$ cat src/rtl/quad_deriv_pkg.sv
package quad_deriv_pkg;

  // Source of the operand whose rate of change is requested
  typedef enum logic {
    SRC_NEIGHBOUR = 1'b0,
    SRC_INTERP    = 1'b1
  } deriv_src_e;

  // Pixel order inside the packed quad operand
  localparam int QUAD_PIXELS = 4;
  localparam int PIX_TL      = 0;
  localparam int PIX_TR      = 1;
  localparam int PIX_BL      = 2;
  localparam int PIX_BR      = 3;

  // Lanes that receive the broadcast result
  localparam int QUAD_LANES  = 4;

endpackage

$ cat src/rtl/qd_sat_sub.sv
module qd_sat_sub #(
  parameter int W = 16
) (
  input  logic signed [W-1:0] minuend,
  input  logic signed [W-1:0] subtrahend,
  output logic signed [W-1:0] diff,
  output logic                clipped
);

  localparam int WX = W + 1;
  localparam logic signed [WX-1:0] POS_LIM = {2'b00, {(W-1){1'b1}}};
  localparam logic signed [WX-1:0] NEG_LIM = {2'b11, {(W-1){1'b0}}};

  // Exact difference in one extra bit
  function automatic logic signed [WX-1:0] wide_diff(
    input logic signed [W-1:0] a,
    input logic signed [W-1:0] b
  );
    logic signed [WX-1:0] ax;
    logic signed [WX-1:0] bx;
    ax = {a[W-1], a};
    bx = {b[W-1], b};
    return ax - bx;
  endfunction

  // Clamp a wide value to the W-bit signed range
  function automatic logic signed [W-1:0] clamp_to_w(input logic signed [WX-1:0] v);
    if (v > POS_LIM)      return POS_LIM[W-1:0];
    else if (v < NEG_LIM) return NEG_LIM[W-1:0];
    else                  return v[W-1:0];
  endfunction

  logic signed [WX-1:0] exact;

  always_comb begin
    exact   = wide_diff(minuend, subtrahend);
    diff    = clamp_to_w(exact);
    clipped = (exact > POS_LIM) || (exact < NEG_LIM);
  end

  // the clamped result never takes the sign opposite to the true difference
  always_comb begin
    if (minuend >= subtrahend)
      p_sat_sign_pos_r5: assert (diff >= 0);
    if (minuend < subtrahend)
      p_sat_sign_neg_r5: assert (diff < 0);
  end

endmodule

$ cat src/rtl/qd_pick.sv
module qd_pick
  import quad_deriv_pkg::*;
#(
  parameter int W = 16
) (
  input  logic signed [W-1:0] pix_tl,
  input  logic signed [W-1:0] pix_tr,
  input  logic signed [W-1:0] pix_bl,
  input  logic signed [W-1:0] interp_dx,
  input  logic signed [W-1:0] interp_dy,
  input  deriv_src_e          src,
  input  logic                converged,
  output logic signed [W-1:0] dx,
  output logic signed [W-1:0] dy,
  output logic                undefined
);

  logic signed [W-1:0] nb_dx;
  logic signed [W-1:0] nb_dy;
  logic                dx_clip;
  logic                dy_clip;

  // Horizontal neighbour: right minus left along the top row
  qd_sat_sub #(.W(W)) u_sub_x (
    .minuend    (pix_tr),
    .subtrahend (pix_tl),
    .diff       (nb_dx),
    .clipped    (dx_clip)
  );

  // Vertical neighbour: lower minus upper along the left column
  qd_sat_sub #(.W(W)) u_sub_y (
    .minuend    (pix_bl),
    .subtrahend (pix_tl),
    .diff       (nb_dy),
    .clipped    (dy_clip)
  );

  // Named events for the checks
  logic use_interp;
  logic diverged_temp;
  assign use_interp    = (src == SRC_INTERP);
  assign diverged_temp = !use_interp && !converged;

  always_comb begin
    dx        = '0;
    dy        = '0;
    undefined = 1'b0;
    if (use_interp) begin
      dx = interp_dx;
      dy = interp_dy;
    end else if (!converged) begin
      undefined = 1'b1;
    end else begin
      dx = nb_dx;
      dy = nb_dy;
    end
  end

  // a diverged temporary yields zero and the undefined mark
  always_comb begin
    if (diverged_temp)
      p_diverged_zero_r9: assert (undefined && dx == '0 && dy == '0);
  end

  // the bypass never reports an undefined result
  always_comb begin
    if (use_interp)
      p_bypass_defined_r8: assert (!undefined);
  end

  // a clipped lane sits at one of the two range limits
  always_comb begin
    if (!use_interp && converged && dx_clip)
      p_clip_at_limit_r5: assert (nb_dx == {1'b0, {(W-1){1'b1}}} || nb_dx == {1'b1, {(W-1){1'b0}}});
  end

endmodule

$ cat src/rtl/qd_out_stage.sv
module qd_out_stage #(
  parameter int W     = 16,
  parameter int LANES = 4
) (
  input  logic                  clk,
  input  logic                  rst_n,
  input  logic                  load,
  input  logic signed [W-1:0]   dx,
  input  logic signed [W-1:0]   dy,
  input  logic                  undefined,
  output logic                  valid_q,
  output logic                  undefined_q,
  output logic [LANES*W-1:0]    dx_lanes,
  output logic [LANES*W-1:0]    dy_lanes
);

  logic signed [W-1:0] dx_q;
  logic signed [W-1:0] dy_q;

  always_ff @(posedge clk) begin
    if (!rst_n) begin
      valid_q     <= 1'b0;
      undefined_q <= 1'b0;
      dx_q        <= '0;
      dy_q        <= '0;
    end else begin
      valid_q <= load;
      if (load) begin
        undefined_q <= undefined;
        dx_q        <= dx;
        dy_q        <= dy;
      end
    end
  end

  // One shared result fanned out to every pipe of the quad
  for (genvar g = 0; g < LANES; g++) begin : g_lane
    assign dx_lanes[g*W +: W] = dx_q;
    assign dy_lanes[g*W +: W] = dy_q;
  end

  // result appears exactly one clock after the operand
  p_latency_hi_r2: assert property (@(posedge clk) disable iff (!rst_n)
    load |=> valid_q);
  p_latency_lo_r2: assert property (@(posedge clk) disable iff (!rst_n)
    !load |=> !valid_q);

  // idle cycles leave the stored result untouched
  p_hold_r10: assert property (@(posedge clk) disable iff (!rst_n)
    !load |=> ($stable(dx_q) && $stable(dy_q) && $stable(undefined_q)));

endmodule

$ cat src/rtl/quad_deriv_unit.sv
module quad_deriv_unit
  import quad_deriv_pkg::*;
#(
  parameter int W = 16
) (
  input  logic                        clk,
  input  logic                        rst_n,
  input  logic                        in_valid,
  input  logic                        in_src,
  input  logic                        in_converged,
  input  logic [QUAD_PIXELS*W-1:0]    in_pix,
  input  logic [W-1:0]                in_interp_dx,
  input  logic [W-1:0]                in_interp_dy,
  output logic                        out_valid,
  output logic                        out_invalid,
  output logic [QUAD_LANES*W-1:0]     out_ddx,
  output logic [QUAD_LANES*W-1:0]     out_ddy
);

  logic signed [W-1:0] pix_tl;
  logic signed [W-1:0] pix_tr;
  logic signed [W-1:0] pix_bl;
  deriv_src_e          src_sel;

  // Bottom-right pixel is not tapped by either derivative
  assign pix_tl  = in_pix[PIX_TL*W +: W];
  assign pix_tr  = in_pix[PIX_TR*W +: W];
  assign pix_bl  = in_pix[PIX_BL*W +: W];
  assign src_sel = deriv_src_e'(in_src);

  logic signed [W-1:0] pick_dx;
  logic signed [W-1:0] pick_dy;
  logic                pick_undef;

  qd_pick #(.W(W)) u_pick (
    .pix_tl    (pix_tl),
    .pix_tr    (pix_tr),
    .pix_bl    (pix_bl),
    .interp_dx (in_interp_dx),
    .interp_dy (in_interp_dy),
    .src       (src_sel),
    .converged (in_converged),
    .dx        (pick_dx),
    .dy        (pick_dy),
    .undefined (pick_undef)
  );

  qd_out_stage #(.W(W), .LANES(QUAD_LANES)) u_out (
    .clk         (clk),
    .rst_n       (rst_n),
    .load        (in_valid),
    .dx          (pick_dx),
    .dy          (pick_dy),
    .undefined   (pick_undef),
    .valid_q     (out_valid),
    .undefined_q (out_invalid),
    .dx_lanes    (out_ddx),
    .dy_lanes    (out_ddy)
  );

  // Named event: an accepted operand that asks for the interpolator bypass
  logic take_bypass;
  logic take_diverged;
  assign take_bypass   = in_valid && in_src;
  assign take_diverged = in_valid && !in_src && !in_converged;

  // bypass forwards the supplied deltas on the next clock
  p_bypass_pass_r8: assert property (@(posedge clk) disable iff (!rst_n)
    take_bypass |=> (!out_invalid &&
                     out_ddx[W-1:0] == $past(in_interp_dx) &&
                     out_ddy[W-1:0] == $past(in_interp_dy)));

  // a diverged temporary comes out flagged and zeroed
  p_invalid_out_r9: assert property (@(posedge clk) disable iff (!rst_n)
    take_diverged |=> (out_invalid && out_ddx == '0 && out_ddy == '0));

  // the top and bottom lanes always agree
  p_bcast_r7: assert property (@(posedge clk) disable iff (!rst_n)
    out_valid |-> (out_ddx[W-1:0] == out_ddx[(QUAD_LANES-1)*W +: W] &&
                   out_ddy[W-1:0] == out_ddy[(QUAD_LANES-1)*W +: W]));

endmodule

$ cat config.mk
export PLATFORM = sky130hd
export DESIGN_NAME = quad_deriv_unit
export DESIGN_NICKNAME = d
export VERILOG_FILES = /design/src/rtl/quad_deriv_pkg.sv /design/src/rtl/qd_sat_sub.sv /design/src/rtl/qd_pick.sv /design/src/rtl/qd_out_stage.sv /design/src/rtl/quad_deriv_unit.sv
export SDC_FILE = /design/constraint.sdc
export NUM_CORES = 1
export LEC_CHECK = 0
export CAP_MARGIN = 20
export CORE_MARGIN = 2
export CORE_UTILIZATION = 65
export CTS_CLUSTER_DIAMETER = 60
export DETAILED_ROUTE_END_ITERATION = 8
export DONT_BUFFER_PORTS = 1
export GPL_TIMING_DRIVEN = 1
export PLACE_DENSITY_LB_ADDON = 0.08
export SYNTH_ARGS = -nofsm -noshare
export SYNTH_HDL_FRONTEND = slang
export SYNTH_HIERARCHICAL = 1
export SYNTH_SLANG_ARGS = --single-unit
$ cat constraint.sdc
create_clock -name clk -period 3 [get_ports clk]
set_clock_uncertainty 0.1 [all_clocks]
set_input_delay 0.3 -clock clk [delete_from_list [all_inputs] [get_ports clk]]
set_output_delay 0.3 -clock clk [all_outputs]
set_load 0.02 [all_outputs]
==> results of run 1 <==
## sequential cells by signal, indices dropped and copies added (netlist names)
register,flops
u_out/undefined_q,1
u_out/dx_q,16
u_out/dy_q,16
u_out/valid_q,1
## cell usage in the layout, fill, tap and decap left out, drive strengths merged, types with 5 or more instances in the layout
cell type	instances
ha	32
nand2b	10
nor3	10
and2	5
o21ai	34
maj3	28
a21oi	76
o211ai	10
mux2i	43
inv	40
nor2	23
xor2	12
xnor2	12
nand2	36
nor2b	36
clkbuf	6
a21o	8
buf	14
dfxtp	34
a22o	30
## metrics by stage
step	std cells	instance area, um2	hold WS, ps	total power [mW]	util, %
after floorplan	653	5253	328.2	1.625	-
after global placement	637	4434	327.3	1.599	57.09
after detailed placement	637	4434	329.4	1.621	57.09
after CTS	645	4529	37.67	1.973	58.31
after global routing	645	4529	42.14	2.113	58.31
final	645	4529	49.94	1.971	58.31
## routing by layer
layer  track usage [%]  vias up  share of wire (%)
met5                 0        -                  0
met4             6.643        0                1.4
met3             6.982       12                8.7
met2             44.05      180                 45
met1             36.46     1827                 45
li1                  -     1974                  -
## worst reg2reg max path, stage by stage (launching register included)
cell and delay (ps):
dfxtp_1 920, mux2i_1 190, nor2b_1 150
## power groups by stage
| stage | registers (mW) | logic [mW] | clock network [mW] |
|---|---|---|---|
| final | 0.685 | 0.938 | 0.348 |
| after CTS | 0.686 | 0.929 | 0.358 |
| after global routing | 0.697 | 1.04 | 0.380 |
| after detailed placement | 0.696 | 0.926 | 0 |
| after floorplan | 0.562 | 1.06 | 0 |
| after global placement | 0.695 | 0.904 | 0 |
## worst paths after layout
kind / to / slack, ps / cells after the start / startpoint
max: u_out/dy_q[12] / 300 / 13 / in_pix[32]
min: u_out/dy_q[15] / 50 / 1 / rst_n
max reg2reg: u_out/dy_q[13] / 1580 / 2 / u_out/dy_q[13]
min reg2reg: u_out/undefined_q / 540 / 2 / u_out/undefined_q
## layout make-up
type | count | area (um2)
clock buffer | 6 | 82.58
clock inverter | 2 | 12.51
fill | 756 | 3238
inverter | 40 | 150.1
multi-input combinational | 447 | 3371
sequential | 34 | 680.7
tap | 102 | 127.6
timing repair buffer | 14 | 105.1
==> flow_summary.yaml, run 1 <==
clock_network:
  clock_path_buffers: 2
  path_clk_slew_ps: 80
  cts_resized: 0
  htreeDepth: 2
  cts_buffers: 5
  cts_root_buffer: "clkbuf_8"
  tritoncts: "built"
  cts_setup_buffers: 0
  clock-sinks: 34
  ctsHoldBuffers: 0
  clk_latency_ps: 280
critical_path:
  crit_family: "compound AO/OA/AOI/OAI gates"
  crit_slowest_cell: "fa_1"
  end_kind: "flip-flop"
  cpMostUsedCell: "a21oi_1"
  start_kind: "input port"
  crit_type: "input port to flip-flop"
  cp.required_ps: 3070
  max_stage_delay_ps: 400
  crit_chain: "inv_1, ha_1, fa_1, nand2b_1, a21oi_1, o21a_1, a31oi_1, xor2_1, a21oi_1, o22a_1, a22o_1, mux2i_1, nor2b_1"
  path_max_fanout: 5
  arrival_ps: 2770
  worst-path-buf-inv: 1
routing:
  vias: 3993
  remaining_drc_errors: 0
  ant_nets: 0
  first_pass_iters: 4
  wl_per_cell_um: 19.26
  via_per_inst: 6.191
  wl_um: 12420
  drtIter0Drc: 253
pwr:
  pwr-share-clk_pct: 17.7
  p_seq_share_pct: 34.8
  p_leak_nw: 1.976
  p_sw_mw: 0.8841
  ir_worst_vdd_mv: 0.1793
  p_per_area_nw_per_um2: 435.1
  swShare_pct: 44.86
  combPwrFrac_pct: 47.6
  cell_internal_pwr_mw: 1.087
logic_synthesis:
  synthCells: 653
  synth_warnings: 6
  avgSynthCellArea_um2: 8.044
  syn-cell-area_um2: 5253
  syn_nets: 788
timing:
  setup-tns-final_ps: 0
  fin_ws_ps: 295.8
  setup_viol: 0
  drv_slew: 0
  min_period_ps: 2704
  slew_headroom_pct: 37.27
  hold_violations: 0
  post-route-period-util_pct: 90.14
  max_slew.worst_pin.slew_ps: 939.7
  fmax_mhz: 369.8
  rsz0062_at_grt: "false"
placed_design:
  dp_hpwl_um: 9981
  io_buffers: 0
  gp_congestion: 0.8481
  dp_slack_ps: 22.17
global_routing:
  grt_pass1_wl_um: 19340
  grt_usage_pct: 27.34
  grt_pass1_vias: 3824
  grt_max_degree: 37
  grt_overflow: 0
  antenna_found_initial: 0
floorplanning:
  start_util_pct: 67.62
  std_cell_rows: 32
  pin_count: 231
  fp.dieArea_um2: 8816
  die_height_um: 93.90
  die_w_um: 93.90
  core_um2: 7767
cells_and_area:
  diodes: 0
  layout-drive-gt1-share_pct: 10.13
  nets: 677
  syn2layout_area_growth_pct: -13.77
run_status:
  status: "finished, final reports clean"
flow_run:
  max-cap-violations: 0
hold_path:
  hp-class: "input port to flip-flop"
(Power assumes the default switching activity.)
==> run 2, diff against run 1 <==
--- a/config.mk
+++ b/config.mk
@@ -6,6 +6,7 @@
 export NUM_CORES = 1
 export LEC_CHECK = 0
 export CAP_MARGIN = 20
+export CORE_ASPECT_RATIO = 0.9
 export CORE_MARGIN = 2
 export CORE_UTILIZATION = 65
 export CTS_CLUSTER_DIAMETER = 60
==> flow_summary.yaml, run 2 (synthesized netlist as in run 1, its figures left out) <==
global_routing:
  grt_usage_pct: 27.54
  grt_overflow: 0
  gr-usage-met1_pct: 39.25
  grtUsageMet3_pct: 6.880
  grt_max_degree: 37
  grt.met2_usage_pct: 42.44
  grt_pass1_wl_um: 19530
  grt.busiest_layer: "met2"
  grt_pass1_vias: 3711
  antenna_found_initial: 0
routing:
  via_per_inst: 6.321
  ant_nets: 0
  wl_per_cell_um: 19.78
  first_pass_iters: 5
  remaining_drc_errors: 0
  wl_um: 12760
  drtIter0Drc: 325
  vias: 4077
cells_and_area:
  layout-drive-gt1-share_pct: 10.62
  top_regs: "u_out/dx_q: 16 flops, u_out/dy_q: 16 flops"
  nFillCells: 762
  nets: 680
  final-instance-count-excl-fill: 645
  diodes: 0
  layout_commonest_cell: "a21oi_1"
  syn2layout_area_growth_pct: -13.17
  final_cell_mix: "a21oi_1 (72), mux2i_1 (43), inv_1 (40)"
  finish.instance_area_um2: 4561
clock_network:
  cts_buffers: 5
  ctsHoldBuffers: 0
  cts_setup_buffers: 0
  clk_latency_ps: 280
  cts_root_buffer: "clkbuf_8"
  clock-sinks: 34
  cts_resized: 0
  tritoncts: "built"
  htreeDepth: 2
  clock_path_buffers: 2
  path_clk_slew_ps: 70
critical_path:
  r2r_start: "u_out/dy_q[14]"
  arrival_ps: 2880
  rrSetupSlack_ps: 1560
  crit_slowest_cell: "fa_1"
  startpoint: "in_pix[32]"
  r2r-end: "u_out/dy_q[14]"
  worst-r2r-cell-count: 2
  end_kind: "flip-flop"
  crit_family: "adder cells"
  cp.required_ps: 3110
  worst-path-buf-inv: 1
  crit_chain: "inv_1, ha_1, fa_1, nand2b_1, a21oi_1, o21a_1, o41a_1, nand2_1, maj3_2, mux2i_1, nand2_1, o21ai_1, mux2i_1, nor2b_1"
  path_max_fanout: 5
  max_stage_delay_ps: 390
  start_kind: "input port"
  crit_cells: 14
  crit_path_end: "u_out/dy_q[14]"
  crit_type: "input port to flip-flop"
hold_path:
  hp-start: "in_valid"
  hp-class: "input port to flip-flop"
flow_run:
  max-cap-violations: 0
placed_design:
  dp_hpwl_um: 10160
  io_buffers: 0
  dp_slack_ps: -25.11
  dp_cells: 637
  placed_area_um2: 4466
  gp_congestion: 0.9007
floorplanning:
  pin_count: 231
  die_height_um: 89.28
  die_w_um: 98.76
  std_cell_rows: 31
  start_util_pct: 66.06
  core_um2: 7951
  fp.dieArea_um2: 8817
timing:
  min_period_ps: 2768
  rsz0062_at_grt: "false"
  setup-tns-final_ps: 0
  fmax_mhz: 361.2
  hold_violations: 0
  post-route-period-util_pct: 92.28
  drv_slew: 0
  whs_ps: 48.73
  slew_headroom_pct: 36.70
  max_slew.worst_pin.slew_ps: 948.3
  fin_ws_ps: 231.6
  setup_viol: 0
run_status:
  status: "finished, final reports clean"
pwr:
  p_leak_nw: 1.995
  ir_worst_vdd_mv: 0.1812
  p_per_area_nw_per_um2: 437.1
==> run 2: changes by cell type in the layout (fill, tap and decap cells not counted) <==
cell	previous run	this run
buf_12	0	1
buf_4	14	16
==> run 2: cell type report <==
type | instances | area [um2] | share of cell area, %
tap | 99 | 123.9 | 2.716
clock buffer | 6 | 82.58 | 1.811
timing repair buffer | 17 | 140.1 | 3.073
inverter | 40 | 150.1 | 3.292
clock inverter | 2 | 12.51 | 0.2743
sequential | 34 | 680.7 | 14.92
multi-input combinational | 447 | 3371 | 73.91
==> run 2: how the worst min path moves through the flow <==
stage,end,depth (start not counted)
floorplan,u_out/dx_q[13],1
global placement,u_out/valid_q,1
detailed placement,u_out/valid_q,1
CTS,u_out/valid_q,1
global route,u_out/valid_q,1
finish,u_out/valid_q,1
==> run 2: metrics by stage <==
stage          util (%)  total power, mW
5_1_grt           57.36            2.132
3_3_place_gp      56.16            1.619
6_report          57.36            1.993
2_1_floorplan         -            1.625
3_5_place_dp      56.16            1.640
4_1_cts           57.36            1.989
==> run 2: layer usage <==
layer  part of all wire [%]  vias up  wire [um]
met2                     43      193       5503
met5                      0        -          0
li1                       -     1976          -
met1                     47     1890       6012
met3                    8.4       18       1069
met4                    1.3        0        172
==> run 2: power by group <==
group	leakage (nW)	switching, mW	internal [mW]
Clock	0.0472	0.160	0.184
Sequential	0.279	0.203	0.482
Combinational	1.67	0.533	0.430
Total	1.99	0.896	1.10
